`src/rtl/qenc_pkg.sv`:
```
package qenc_pkg;
  typedef enum logic [1:0] {
    EDGE_RISE     = 2'b00,
    EDGE_FALL     = 2'b01,
    EDGE_BOTH     = 2'b10,
    EDGE_BOTH_ALT = 2'b11
  } edge_sel_e;

  typedef struct packed {
    logic step;
    logic up;
    logic bad;
  } step_t;
endpackage

```
`src/rtl/qenc_sync.sv`:
```
module qenc_sync #(
  parameter int unsigned WIDTH  = 2,
  parameter int unsigned STAGES = 2
) (
  input  logic             clk_i,
  input  logic             rst_ni,
  input  logic [WIDTH-1:0] d_i,
  output logic [WIDTH-1:0] q_o
);
  for (genvar b = 0; b < WIDTH; b++) begin : g_bit
    logic [STAGES-1:0] sr;
    always_ff @(posedge clk_i or negedge rst_ni) begin
      if (!rst_ni) sr <= '0;
      else         sr <= {sr[STAGES-2:0], d_i[b]};
    end
    assign q_o[b] = sr[STAGES-1];
  end
endmodule

```
`src/rtl/qenc_decode.sv`:
```
module qenc_decode
  import qenc_pkg::*;
(
  input  logic      clk_i,
  input  logic      rst_ni,
  input  logic      a_i,
  input  logic      b_i,
  input  logic      quad_i,
  input  edge_sel_e edge_sel_i,
  output step_t     step_o
);
  logic prev_a, prev_b;

  always_ff @(posedge clk_i or negedge rst_ni) begin
    if (!rst_ni) begin
      prev_a <= 1'b0;
      prev_b <= 1'b0;
    end else begin
      prev_a <= a_i;
      prev_b <= b_i;
    end
  end

  logic a_rise, a_fall, b_rise, b_fall;
  logic use_rise, use_fall, a_act, b_act;

  always_comb begin
    a_rise   = a_i & ~prev_a;
    a_fall   = ~a_i & prev_a;
    b_rise   = b_i & ~prev_b;
    b_fall   = ~b_i & prev_b;
    use_rise = (edge_sel_i != EDGE_FALL);
    use_fall = (edge_sel_i != EDGE_RISE);
    a_act    = (a_rise & use_rise) | (a_fall & use_fall);
    b_act    = (b_rise & use_rise) | (b_fall & use_fall);

    step_o = '0;
    if (!quad_i) begin
      step_o.step = a_act;
      step_o.up   = 1'b1;
    end else if ((a_rise | a_fall) && (b_rise | b_fall)) begin
      step_o.bad = 1'b1;
    end else if (a_act) begin
      step_o.step = 1'b1;
      step_o.up   = a_rise ? ~b_i : b_i;   // other input level sets direction
    end else if (b_act) begin
      step_o.step = 1'b1;
      step_o.up   = b_rise ? a_i : ~a_i;
    end
  end
endmodule

```
`src/rtl/qenc_count.sv`:
```
module qenc_count
  import qenc_pkg::*;
#(
  parameter int unsigned CNT_W = 16
) (
  input  logic             clk_i,
  input  logic             rst_ni,
  input  logic             en_i,
  input  step_t            step_i,
  input  logic [CNT_W-1:0] preset_i,
  output logic [CNT_W-1:0] count_o,
  output logic             dir_up_o,
  output logic             wrap_o,
  output logic             err_o
);
  localparam logic [CNT_W-1:0] ONE = CNT_W'(1);

  always_ff @(posedge clk_i or negedge rst_ni) begin
    if (!rst_ni) begin
      count_o  <= '0;
      dir_up_o <= 1'b1;
      wrap_o   <= 1'b0;
      err_o    <= 1'b0;
    end else begin
      wrap_o <= 1'b0;
      if (!en_i) begin
        count_o <= '0;
      end else begin
        if (step_i.bad) err_o <= 1'b1;
        if (step_i.step) begin
          dir_up_o <= step_i.up;
          if (step_i.up) begin
            if (count_o >= preset_i) begin
              count_o <= '0;
              wrap_o  <= 1'b1;
            end else begin
              count_o <= count_o + ONE;
            end
          end else if (count_o == '0) begin
            count_o <= preset_i;
            wrap_o  <= 1'b1;
          end else begin
            count_o <= count_o - ONE;
          end
        end
      end
    end
  end
endmodule

```
`src/rtl/qenc_counter.sv`:
```
module qenc_counter
  import qenc_pkg::*;
#(
  parameter int unsigned CNT_W       = 16,
  parameter int unsigned SYNC_STAGES = 2
) (
  input  logic             clk_i,
  input  logic             rst_ni,
  input  logic             en_i,
  input  logic             quad_mode_i,
  input  logic [1:0]       edge_sel_i,
  input  logic [CNT_W-1:0] preset_i,
  input  logic             enc_a_i,
  input  logic             enc_b_i,
  output logic [CNT_W-1:0] count_o,
  output logic             dir_up_o,
  output logic             wrap_o,
  output logic             err_o
);
  logic [1:0] pins_sync;
  step_t      step;

  qenc_sync #(.WIDTH(2), .STAGES(SYNC_STAGES)) i_sync (
    .clk_i  (clk_i),
    .rst_ni (rst_ni),
    .d_i    ({enc_b_i, enc_a_i}),
    .q_o    (pins_sync)
  );

  qenc_decode i_decode (
    .clk_i      (clk_i),
    .rst_ni     (rst_ni),
    .a_i        (pins_sync[0]),
    .b_i        (pins_sync[1]),
    .quad_i     (quad_mode_i),
    .edge_sel_i (edge_sel_e'(edge_sel_i)),
    .step_o     (step)
  );

  qenc_count #(.CNT_W(CNT_W)) i_count (
    .clk_i    (clk_i),
    .rst_ni   (rst_ni),
    .en_i     (en_i),
    .step_i   (step),
    .preset_i (preset_i),
    .count_o  (count_o),
    .dir_up_o (dir_up_o),
    .wrap_o   (wrap_o),
    .err_o    (err_o)
  );
endmodule

```
`config.mk`:
```
export PLATFORM = sky130hd
export DESIGN_NAME = qenc_counter
export DESIGN_NICKNAME = d
export VERILOG_FILES = /design/src/rtl/qenc_pkg.sv /design/src/rtl/qenc_sync.sv /design/src/rtl/qenc_decode.sv /design/src/rtl/qenc_count.sv /design/src/rtl/qenc_counter.sv
export SDC_FILE = /design/constraint.sdc
export NUM_CORES = 1
export LEC_CHECK = 0
export BUFFER_PORTS_ARGS = -buffer_cell sky130_fd_sc_hd__buf_4
export CORE_UTILIZATION = 38
export DETAILED_ROUTE_END_ITERATION = 8
export GPL_TIMING_DRIVEN = 0
export PLACE_DENSITY_LB_ADDON = 0.1
export SETUP_SLACK_MARGIN = 0.2
export SYNTH_ARGS = -nofsm -noshare
export SYNTH_HDL_FRONTEND = slang
export SYNTH_SLANG_ARGS = --single-unit
```
`constraint.sdc`:
```
create_clock -name clk_i -period 6.9 [get_ports clk_i]
set_input_delay 0.69 -clock clk_i [delete_from_list [all_inputs] [get_ports clk_i]]
set_output_delay 0.69 -clock clk_i [all_outputs]
set_load 0.01 [all_outputs]
```
==> reports/qor.txt <==
=================================================================================
Leading post-synthesis cells by cell area                            dfrtp_1 (26%), ha_1 (12%), nand2_1 (4.6%)
Max-slew violation count                                                        0
Worst vdd rail ir drop                                                   158.5 uV
Buffers inserted by post-CTS timing repair                                      0
Height of the die                                                        80.68 um
PnR Total Power                                                          970.8 uW
Most frequent cell after synthesis                                        nand2_1
Relative contribution of sequential cells to total power                    0.230
Cells traversed along the worst timing path                          clkbuf_1, inv_1, ha_1, nand2b_1, a2111oi_0, or4b_4, nand3_4, nor3_4, or3b_1, nand4_1
Synthesis-to-finish area growth                                            19.52%
Fraction of power spent switching nets                                     0.5011
Number of nets in the layout                                                  389
Critical path class                                                       reg2reg
Lkg Pwr                                                               0.001317 uW
Total grt overflow                                                              0
Total count of hold-check failures in the final report                          0
Sequential cell area fraction in the yosys report                          0.2665
Net count after synthesis                                                     342
Antenna diode count                                                             0
Root buffer selected by CTS                                              clkbuf_8
Number of antenna violations at the first check in global routing               0
Via count of the first global-routing pass                                   2171
Average wire per standard cell                                           15.48 um
Setup TNS                                                                    0 ns
Worst-case hold slack                                                   0.2905 ns
Most frequent cells after synthesis                                  nand2_1 (29), inv_1 (25), dfrtp_1 (24)
Routability congestion estimate from global placement                      0.8713
H-tree levels                                                                   1
Share of the clock period used by the worst path                           0.4833
Die outline width                                                        80.68 um
Clock tree from TritonCTS                                                    done
PostCTS Resize Cnt                                                              0
Mean cell area of the mapped netlist                                   7.974 um^2
Required arrival time at the worst endpoint                               7.13 ns
Count of hold-fix buffers inserted at cts                                       0
Ratio of cells with drive above 1 in the final layout                      0.1994
Clock share of power                                                        0.104
Worst path setup slack after routing                                     3.565 ns
Power density of the placed cells                                    345.3 nW/um^2
Fin crit period                                                          3.335 ns
Overall global routing resource usage                                      0.2246
Number of top-level pins                                                       43
CTS Buffer Depth                                                                2
Slew HR                                                                    0.4086
Dpl hpwl                                                                 4.967 mm
Share of power burned in combinational logic                                0.666
Crit Path Max Fanout                                                            9
Maximum frequency from static timing analysis                           299.8 MHz
Floorplan die area                                                      6508 um^2
Average via count per standard cell                                         5.603
Global-route wire length before repair                                   11.01 mm
Pre-CTS setup slack                                                      3.579 ns
Number of enable-type register cells in the synthesized netlist                 0
RSZ-0062 raised after global routing                                           no
Critical path's slowest cell                                            a2111oi_0
Portion of synthesized cell area occupied by the leading cell type         0.2553
Pin slew with the least headroom to its limit                           0.8648 ns
Mapped Cells                                                                  295
Flop and latch count out of synthesis                                          25
Final WL                                                                 6.441 mm
Share of async-settable or async-resettable flops after synthesis           1.000
Hold Crit Class                                                          in2async
Worst stage delay on the critical path                                    0.79 ns
DRC errors left                                                                 0
Leading area contributor after synthesis                                  dfrtp_1
CTS clock-pin slew for the worst setup and hold paths                     0.11 ns
Clock latency at the later pin of the worst-skew pair                     0.29 ns
Initial standard-cell utilization of the core                              0.3950
First DRT Iteration DRCs                                                      154
Synthesis warning total                                                         0
Worst Setup End Kind                                                     register
TritonRoute pass-1 iters                                                        4
Switching power total                                                    486.5 uW
Post-synth cell types                                                          58
Post-Syn Area                                                           2352 um^2
Largest net degree at the start of global routing                              26
Final setup violation count                                                     0
Core area                                                               5956 um^2
Post-Route Skew                                                        0.01244 ns
Maximum capacitance violations                                                  0
Count of clock tree sinks                                                      25
Cts bufs inserted                                                               3
Data arrival time of the critical path                                    3.57 ns
Most used flip-flop cell after synthesis                                  dfrtp_1
Floorplan row count                                                            28
Result of the run                                                    complete, no violations
Setup crit start kind                                                    register
Internal power component                                                 484.3 uW
Number of nets with antenna violations after detailed routing                   0
Port Buffers                                                                   42
Number of vias in the routed layout                                          2331
=================================================================================
## layout by cell type (no fill, tap or decap), types with 5 or more instances in the layout
cell and n:
nor3_1 10, a21oi_1 16, dfrtp_1 24, clkbuf_1 8
buf_4 43, inv_1 25, nand2_1 29, xnor2_1 7
nor4_1 5, ha_1 23, nor2_1 20, o21ai_0 11
o21ai_1 13, and3_1 6, o211ai_1 10, nand4_1 9
nand3_1 19
## cell families after synthesis
group / count (synthesis) / share of synthesized area
compound gates: 75 / 0.2096
fa+ha+maj: 23 / 0.1223
mux: 2 / 0.009574
flops: 25 / 0.2665
buf+inv: 39 / 0.06861
simple gates: 121 / 0.2862
xor+xnor: 10 / 0.03724
## path summary, 6_finish.rpt
kind | startpoint | to | slack (ns) | cells past startpoint
setup / recovery | i_count.count_o[0] | i_count.count_o[11] | 3.56 | 10
hold / removal | rst_ni | i_count.count_o[10] | 0.29 | 1
setup reg to reg | i_count.count_o[0] | i_count.count_o[11] | 3.56 | 10
hold reg to reg | i_sync.g_bit[0].sr[0] | i_sync.g_bit[0].sr[1] | 0.36 | 0
max in group asynchronous | rst_ni | i_count.dir_up_o | 6.30 | 1
min in group clk_i | i_sync.g_bit[0].sr[0] | i_sync.g_bit[0].sr[1] | 0.36 | 0
## sequential cells by signal, indices dropped and copies added, names as in the netlist
name / flops
i_count.count_o: 16
i_sync.g_bit.sr: 4
i_count.dir_up_o: 1
i_count.err_o: 1
i_count.wrap_o: 1
i_decode.prev_a: 1
i_decode.prev_b: 1
## power groups by stage
stage	clock network, uW	registers (uW)	logic, uW
3_5_place_dp	0	227	641
4_1_cts	105	224	645
6_report	100	224	647
3_3_place_gp	0	226	640
2_1_floorplan	0	229	456
5_1_grt	111	230	732
## metal layers
metal	vias up	routed length, um	global-route usage
met4	0	56	0.05000
met5	-	0	0
li1	1176	-	-
met1	1086	3085	0.3205
met3	5	346	0.02386
met2	64	2953	0.3602
## worst max-delay path, delay by kind of cell (launching register included)
kind | cells | cell delay [ns]
AO/OA/AOI/OAI | 1 | 0.79
adder cells (fa/ha/maj) | 1 | 0.29
buffers and inverters | 2 | 0.49
flip-flops | 1 | 0.38
AND/OR/NAND/NOR | 6 | 1.34
## layout make-up
cell class | instances | area, um^2
clock buffer | 3 | 41.29
buffer | 14 | 67.56
clock inverter | 1 | 8.758
fill | 599 | 3144
tap | 75 | 93.84
sequential | 25 | 626.9
timing repair buffer | 42 | 315.3
inverter | 25 | 93.84
multi-input combinational | 231 | 1564
## through the flow
step | instances | cell area (um^2) | util
floorplan | 295 | 2352 | -
global placement | 412 | 2761 | 0.4637
detailed placement | 412 | 2761 | 0.4637
CTS | 416 | 2811 | 0.4721
global route | 416 | 2811 | 0.4721
finish | 416 | 2811 | 0.4721
No activity file was read; power rests on OpenSTA's default activity.
